==> config.mk <==
export PLATFORM = sky130hd
export DESIGN_NAME = retrig_oneshot
export DESIGN_NICKNAME = d
export VERILOG_FILES = /design/src/rtl/retrig_pkg.sv /design/src/rtl/sync_chain.sv /design/src/rtl/trig_detect.sv /design/src/rtl/pulse_timer.sv /design/src/rtl/retrig_oneshot.sv
export SDC_FILE = /design/constraint.sdc
export NUM_CORES = 1
export LEC_CHECK = 0
export BUFFER_PORTS_ARGS = -buffer_cell sky130_fd_sc_hd__buf_4
export CORE_MARGIN = 1
export CORE_UTILIZATION = 35
export CTS_CLUSTER_DIAMETER = 100
export DETAILED_ROUTE_END_ITERATION = 8
export SLEW_MARGIN = 20
export SYNTH_ARGS = -nofsm -noshare
export SYNTH_HDL_FRONTEND = slang
export SYNTH_SLANG_ARGS = --single-unit
==> constraint.sdc <==
create_clock -name clk -period 2.5 [get_ports clk]
set_input_delay 0.125 -clock clk [delete_from_list [all_inputs] [get_ports clk]]
set_output_delay 0.125 -clock clk [all_outputs]
set_load 0.1 [all_outputs]
==> src/rtl/retrig_pkg.sv <==
package retrig_pkg;

    // Synchronised trigger pins; field order is the bench's vector order.
    typedef struct packed {
        logic qual_a_n;
        logic qual_b_n;
        logic en_a;
        logic en_b;
    } trig_pins_t;

    // Resting levels: qualifiers released high, enables low.
    localparam trig_pins_t PINS_IDLE = '{qual_a_n: 1'b1, qual_b_n: 1'b1,
                                         en_a: 1'b0, en_b: 1'b0};

    typedef enum logic [1:0] {
        ACT_HOLD,
        ACT_LOAD,
        ACT_STEP,
        ACT_CLEAR
    } timer_act_t;

    // Combined trigger term: both enables high and some qualifier asserted.
    function automatic logic trig_term(trig_pins_t p);
        return p.en_a & p.en_b & (~p.qual_a_n | ~p.qual_b_n);
    endfunction

endpackage

==> src/rtl/sync_chain.sv <==
module sync_chain #(
    parameter int              W       = 4,
    parameter int              STAGES  = 2,
    parameter logic [W-1:0]    RST_VAL = '0
) (
    input  logic         clk,
    input  logic         rst,
    input  logic [W-1:0] d,
    output logic [W-1:0] q
);

    logic [W-1:0] stg [STAGES];

    always_ff @(posedge clk) begin
        if (rst) begin
            for (int i = 0; i < STAGES; i++) stg[i] <= RST_VAL;
        end else begin
            stg[0] <= d;
            for (int i = 1; i < STAGES; i++) stg[i] <= stg[i-1];
        end
    end

    assign q = stg[STAGES-1];

endmodule

==> src/rtl/trig_detect.sv <==
module trig_detect
    import retrig_pkg::*;
(
    input  logic       clk,
    input  logic       rst,
    input  logic       clr_n,
    input  trig_pins_t pins,
    output logic       fire
);

    logic term_now;
    logic term_q;

    assign term_now = trig_term(pins);

    // The previous term keeps tracking during clear, so an edge hidden
    // under clear is consumed and never fires later.
    always_ff @(posedge clk) begin
        if (rst) term_q <= 1'b0;
        else     term_q <= term_now;
    end

    assign fire = term_now & ~term_q & clr_n;


    fire_single_chk: assert property (@(posedge clk) disable iff (rst)
        fire |=> !fire);


    fire_needs_rise_chk: assert property (@(posedge clk) disable iff (rst)
        fire |=> term_q);

endmodule

==> src/rtl/pulse_timer.sv <==
module pulse_timer
    import retrig_pkg::*;
#(
    parameter int CNT_W = 16
) (
    input  logic             clk,
    input  logic             rst,
    input  logic             clr_n,
    input  logic             fire,
    input  logic [CNT_W-1:0] width,
    output logic             pulse_out,
    output logic             expire_pulse
);

    localparam logic [CNT_W-1:0] ONE = CNT_W'(1);

    logic [CNT_W-1:0] cnt;
    timer_act_t       act;

    always_comb begin
        if (!clr_n)          act = ACT_CLEAR;
        else if (fire)       act = ACT_LOAD;
        else if (cnt != '0)  act = ACT_STEP;
        else                 act = ACT_HOLD;
    end

    always_ff @(posedge clk) begin
        if (rst) begin
            cnt          <= '0;
            expire_pulse <= 1'b0;
        end else begin
            unique case (act)
                ACT_CLEAR: cnt <= '0;
                ACT_LOAD:  cnt <= width;
                ACT_STEP:  cnt <= cnt - ONE;
                default:   cnt <= cnt;
            endcase
            expire_pulse <= (act == ACT_STEP) && (cnt == ONE);
        end
    end

    assign pulse_out = (cnt != '0) && clr_n;


    clr_empty_chk: assert property (@(posedge clk) disable iff (rst)
        !clr_n |=> (cnt == '0));


    count_down_chk: assert property (@(posedge clk) disable iff (rst)
        (clr_n && !fire && cnt != '0) |=> (cnt == $past(cnt) - ONE));


    expire_single_chk: assert property (@(posedge clk) disable iff (rst)
        expire_pulse |=> !expire_pulse);


    expire_low_chk: assert property (@(posedge clk) disable iff (rst)
        expire_pulse |-> (cnt == '0));

endmodule

==> src/rtl/retrig_oneshot.sv <==
module retrig_oneshot
    import retrig_pkg::*;
#(
    parameter int CNT_W       = 16,
    parameter int SYNC_STAGES = 2
) (
    input  logic             clk,
    input  logic             rst,
    input  logic             clr_n,
    input  logic             qual_a_n,
    input  logic             qual_b_n,
    input  logic             en_a,
    input  logic             en_b,
    input  logic [CNT_W-1:0] width,
    output logic             pulse_out,
    output logic             expire_pulse
);

    localparam int PIN_W = $bits(trig_pins_t);

    trig_pins_t raw_pins;
    trig_pins_t sync_pins;
    logic       fire;

    assign raw_pins = '{qual_a_n: qual_a_n, qual_b_n: qual_b_n,
                        en_a: en_a, en_b: en_b};

    sync_chain #(
        .W       (PIN_W),
        .STAGES  (SYNC_STAGES),
        .RST_VAL (PIN_W'(PINS_IDLE))
    ) u_sync (
        .clk (clk),
        .rst (rst),
        .d   (raw_pins),
        .q   (sync_pins)
    );

    trig_detect u_detect (
        .clk   (clk),
        .rst   (rst),
        .clr_n (clr_n),
        .pins  (sync_pins),
        .fire  (fire)
    );

    pulse_timer #(
        .CNT_W (CNT_W)
    ) u_timer (
        .clk          (clk),
        .rst          (rst),
        .clr_n        (clr_n),
        .fire         (fire),
        .width        (width),
        .pulse_out    (pulse_out),
        .expire_pulse (expire_pulse)
    );


    clr_forces_low_chk: assert property (@(posedge clk) disable iff (rst)
        !clr_n |=> (!clr_n -> !pulse_out));


    expire_after_fall_chk: assert property (@(posedge clk) disable iff (rst)
        expire_pulse |-> !pulse_out);

endmodule

==> results of run 1 <==
[per-layer routing]
layer	vias up	wire length, µm	global-route usage
li1	502	-	-
met1	427	1040	0.176
met2	20	1080	0.246
met3	5	88	0.0315
met4	0	44	0.0667
met5	-	0	0
[placed cells by master (no fill, tap or decap), types with 2 or more instances in the layout]
cell and instances:
dfxtp_1 26, nor2_1 24, buf_4 24, a211oi_1 12, xnor2_1 9, nand2_1 6
or2_2 5, xor2_1 5, or4_4 4, nor2b_1 4, dlygate4sd3_1 4, inv_1 3
ha_1 3, clkbuf_4 3, or3b_2 2, nor3_1 2, nor4_2 2
[path summary, 6_finish.rpt]
kind / startpoint / end / slack, ns / cells after the start
setup / recovery: u_timer.cnt[4] / pulse_out / 0.31 / 4
hold / removal: rst / u_detect.term_q / 0.01 / 2
setup reg to reg: u_timer.cnt[9] / u_timer.cnt[10] / 0.45 / 4
hold reg to reg: u_sync.stg[0][3] / u_sync.stg[0][7] / 0.43 / 1
[area by class of cell]
type	count	area, µm²	area share
sequential	26	520	0.340
clock buffer	3	22.5	0.0147
timing repair buffer	28	220	0.144
multi-input combinational	94	671	0.438
inverter	3	11.3	0.00735
tap	46	57.6	0.0376
clock inverter	1	30.0	0.0196
[power groups by stage]
stage	clock network (mW)	registers, mW	logic, mW
global placement	0	0.552	0.833
floorplan	0	0.542	0.741
global route	0.314	0.558	0.941
detailed placement	0	0.555	0.845
finish	0.285	0.545	0.848
CTS	0.296	0.545	0.859
[state kept, by name (all words and copies together), names as in the netlist]
signal and flops:
u_timer.cnt 16, u_detect.term_q 1, u_sync.stg 8, u_timer.expire_pulse 1
[per-stage QoR]
step	cells	setup WS, ns	cell area, µm²	hold slack [ns]
after floorplan	131	0.209	1240	0.229
after global placement	193	0.550	1440	0.311
after detailed placement	193	0.435	1440	0.314
after CTS	201	0.293	1530	0.000488
after global routing	201	0.164	1530	0.000543
final	201	0.306	1530	0.0113
[cells by family (layout without fill, tap and decap cells)]
group,count (synthesis),in the layout,synth area share
simple gates,59,59,0.292
fa+ha+maj,3,3,0.0302
buf+inv,11,35,0.0432
mux,1,1,0.00804
xor+xnor,14,14,0.0985
compound gates,17,17,0.110
flops,26,26,0.418
[worst reg2reg max path, stage by stage (launching register included)]
cell and delay (ns):
dfxtp_1 0.38, or4_4 0.59, nor3_1 0.29, a41o_1 0.57, a211oi_1 0.10
[what timing repair did]
item                                    in CTS  in global routing
setup buffers                                0                  0
endpoints found under the setup margin       0                  0
hold buffers                                 4                  0
endpoints found under the hold margin        4                  0
gates resized for setup                      0                  0
==> run summary, run 1 <==
first-pass GRT wire length: 4010 µm
Seq/Total Area, Yosys: 0.418
status: finished, final reports clean
YS warnings: 0
Tmin final: 2.19 ns
synth top area cells: dfxtp_1 (42%), a211oi_1 (7.2%), nor2_1 (7.2%)
crit-path cells: or4_4 > nor4_4 > nor2_1 > buf_4
Post-synth top cells: dfxtp_1 (26), nor2_1 (24), a211oi_1 (12), xnor2_1 (9), nand2_1 (6)
max-slew violation count: 0
routed via count: 954
largest net degree at the start of global routing: 35
die height: 61.6 µm
vias in the first global route: 962
Fillers: 364
pwr dens: 1090 nW/µm²
P_leak: 0.625 nW
Die Wd: 61.6 µm
fin crit share: 0.878
number of max-cap violations: 0
Core ar.: 3360 µm²
CTS sink cnt: 26
Die ar.: 3800 µm²
layout cells sized above 1: 0.297
antenna fix cells: 0
number of detailed-route iterations in the first pass: 2
Clock Skew: 0.00167 ns
Remaining DRCs: 0
Longest Clk Path Bufs: 2
global route total overflow: 0
RSZ-0062 raised after global routing: false
DPL Wire Length: 1670 µm
top-count cell post-synth: dfxtp_1
Largest stage delay, worst path: 0.64 ns
Bufs and invs on worst path: 1
syn avg cell area: 9.50 µm²
Routed wire per std cell: 11.2 µm
Synth Instances: 131
Setup crit end kind: output port
async set-reset flop share out of synthesis: 0
VDD IR max: 470 µV
Net Sw Frac: 0.379
Logic pwr share: 0.505
Syn-to-layout area delta: 23.1%
Achievable Freq: 0.456 GHz
antenna violations before repair: 0
Internal: 1.04 mW
Slew @ Worst Pin: 0.600 ns
routed wire length: 2250 µm
setup TNS: 0 ns
Worst setup SP type: register
Worst-Skew Late Latency: 0.32 ns
total nets after synthesis: 157
Synth Register Bits: 26
ANT nets after route: 0
Seq pwr share: 0.325
vias per cell: 4.75
Final Net Count: 182
number of DRC markers in iteration 0: 15
Synth cell types: 34
CTS tree: yes
Initial Util: 0.370
GP Congestion: 0.778
worst path required time: 2.38 ns
Post-Route Utilization: 0.456
# port buffers: 24
Hold Vio Cnt, Final: 0
final setup violation count: 0
Synth top area share: 0.418
IO Count: 25
CP arrival: 2.07 ns
CTS Buf Count: 3
mapped cell area: 1240 µm²
Slowest-stage cell, CP: or4_4
Pwr Total: 1.68 mW
Post-synth EDFFs: 0
CTS root buffer: clkbuf_4
worst rel slew slack: 0.600
total track usage: 0.145
Setup CP Type: reg -> out
Worst-path clk slew: 0.13 ns
critical-path maximum fanout: 7
dominant cell type by area after synthesis: dfxtp_1
Min-Delay Path Class: in -> reg
clock power share: 0.170
Most used DFF post-synth: dfxtp_1
cell row count: 21
H-tree depth: 1
total net switching power: 635 µW
delay-heaviest family, CP: simple AND/OR/NAND/NOR gates
Power figures use the tool's default switching activity.
==> inputs of run 2 (changes only) <==
- MAX_ROUTING_LAYER: unset -> met4
==> run summary, run 2 (synthesis gave the netlist of run 1 again) <==
worst flop-to-flop path endpoint: u_timer.cnt[10]
Slowest-stage cell, CP: or4_4
final hold slack: 0.0118 ns (+0.000583 ns)
Hold Vio Cnt, Final: 0 (unchanged)
largest net degree at the start of global routing: 35 (unchanged)
reg-to-reg startpoint: u_timer.cnt[9]
worst hold endpoint: u_detect.term_q
VDD IR max: 470 µV (about the same)
hold path cells: 2 (unchanged)
ANT nets after route: 0 (unchanged)
Die Wd: 61.6 µm (unchanged)
delay-heaviest family, CP: simple AND/OR/NAND/NOR gates
max-slew violation count: 0 (unchanged)
vias per cell: 4.74 (-0.10%)
cell row count: 21 (unchanged)
Final WS setup: 0.308 ns (+0.00186 ns)
CTS Buf Count: 3 (unchanged)
Worst setup SP type: register
Largest Register: u_timer.cnt
antenna violations before repair: 0 (unchanged)
first-pass GRT wire length: 4020 µm (+0.35%)
total track usage: 0.150 (+0.00504)
Syn-to-layout area delta: 23.1% (unchanged)
Die ar.: 3800 µm² (unchanged)
Bufs and invs on worst path: 1 (unchanged)
Largest regs: u_timer.cnt: 16 flops, u_sync.stg: 8 flops
number of detailed-route iterations in the first pass: 2 (unchanged)
Initial Util: 0.370 (unchanged)
DPL Wire Length: 1670 µm (unchanged)
hold path start: rst
fin crit share: 0.877 (about the same)
Tmin final: 2.19 ns (-0.00186 ns)
pwr dens: 1090 nW/µm² (about the same)
CP arrival: 2.07 ns (about the same)
Fillers: 364 (unchanged)
global route total overflow: 0 (unchanged)
r2r worst-path depth: 4 (unchanged)
worst path required time: 2.38 ns (about the same)
crit-path cells: or4_4 > nor4_4 > nor2_1 > buf_4
status: finished, final reports clean
Min-Delay Path Class: in -> reg
cts repair resizes: 0 (unchanged)
setup TNS: 0 ns (unchanged)
Final Net Count: 182 (unchanged)
number of DRC markers in iteration 0: 15 (unchanged)
CTS root buffer: clkbuf_4
CTS tree: yes
max FFs per register: 16 (unchanged)
final setup violation count: 0 (unchanged)
Longest Clk Path Bufs: 2 (unchanged)
Largest stage delay, worst path: 0.64 ns (about the same)
Post-DP Area: 1440 µm² (unchanged)
Core ar.: 3360 µm² (unchanged)
RSZ-0062 raised after global routing: false
P_leak: 0.625 nW (unchanged)
routed via count: 953 (-0.10%)
number of max-cap violations: 0 (unchanged)
layout cells sized above 1: 0.297 (unchanged)
commonest non-fill, non-tap cell in the layout: dfxtp_1
# port buffers: 24 (unchanged)
die height: 61.6 µm (unchanged)
Setup crit end kind: output port
critical-path maximum fanout: 7 (unchanged)
worst rel slew slack: 0.601 (about the same)
Slew @ Worst Pin: 0.599 ns (-0.000849 ns)
IO Count: 25 (unchanged)
Remaining DRCs: 0 (unchanged)
GP Congestion: 0.789 (+1.4%)
CTS sink cnt: 26 (unchanged)
Worst-Skew Late Latency: 0.32 ns (about the same)
pre-CTS setup slack: 0.435 ns (unchanged)
Achievable Freq: 0.456 GHz (about the same)
H-tree depth: 1 (unchanged)
Clock Skew: 0.00101 ns (-0.000662 ns)
Routed wire per std cell: 11.2 µm (-0.13%)
most frequent cells in the layout: dfxtp_1 (26), nor2_1 (24), buf_4 (24)
antenna fix cells: 0 (unchanged)
Worst-path clk slew: 0.13 ns (about the same)
routed wire length: 2250 µm (-0.13%)
R2R Setup Slk: 0.45 ns (about the same)
Setup CP Type: reg -> out
vias in the first global route: 959 (-0.31%)
cell area after layout: 1530 µm² (unchanged)
## run 2: area by class of cell
| cell class | instances | area, µm² | area share |
|---|---|---|---|
| inverters | 3 | 11.3 | 0.00735 |
| clock buffers | 3 | 22.5 | 0.0147 |
| clock inverters | 1 | 30.0 | 0.0196 |
| multi-input cells | 94 | 671 | 0.438 |
| flip-flops and latches | 26 | 520 | 0.340 |
| repair buffers | 28 | 220 | 0.144 |
| well taps | 46 | 57.6 | 0.0376 |
## run 2: routing by layer
layer,vias up,global-route usage,wire [µm]
li1,504,-,-
met1,424,0.177,1050
met2,20,0.246,1070
met3,5,0.0315,88
met4,0,0.0667,43
met5,-,-,0
## run 2: what timing repair did
item | in CTS | in global routing
setup endpoints to repair | 0 | 0
hold endpoints to repair | 4 | 0
setup buffers | 0 | 0
hold buffers | 4 | 0
## run 2: report_power, final
| part | internal (mW) | switching [mW] |
|---|---|---|
| clock network | 0.162 | 0.123 |
| logic | 0.402 | 0.446 |
| registers | 0.478 | 0.0670 |
| total | 1.04 | 0.636 |
## run 2: worst max-delay path by stage
| stage | start | endpoint | slack (ns) | cells after the start |
|---|---|---|---|---|
| after CTS | u_timer.cnt[4] | pulse_out | 0.29 | 4 |
| after global routing | u_timer.cnt[0] | pulse_out | 0.16 | 6 |
| after global placement | u_timer.cnt[9] | u_timer.cnt[3] | 0.55 | 4 |
| after detailed placement | u_timer.cnt[9] | u_timer.cnt[8] | 0.44 | 4 |
| final | u_timer.cnt[4] | pulse_out | 0.31 | 4 |
| after floorplan | u_timer.cnt[0] | pulse_out | 0.21 | 5 |
## run 2: per-stage QoR
| step | utilization | power (mW) | cells |
|---|---|---|---|
| after floorplan | - | 1.28 | 131 |
| after global placement | 0.428 | 1.38 | 193 |
| after detailed placement | 0.428 | 1.40 | 193 |
| after CTS | 0.456 | 1.70 | 201 |
| after global routing | 0.456 | 1.81 | 201 |
| final | 0.456 | 1.68 | 201 |
## run 2: worst reg2reg max path: cells and delay by family (launching register included)
family	cells	cell delay, ns
simple gates	2	0.87
flops	1	0.38
compound gates	2	0.67
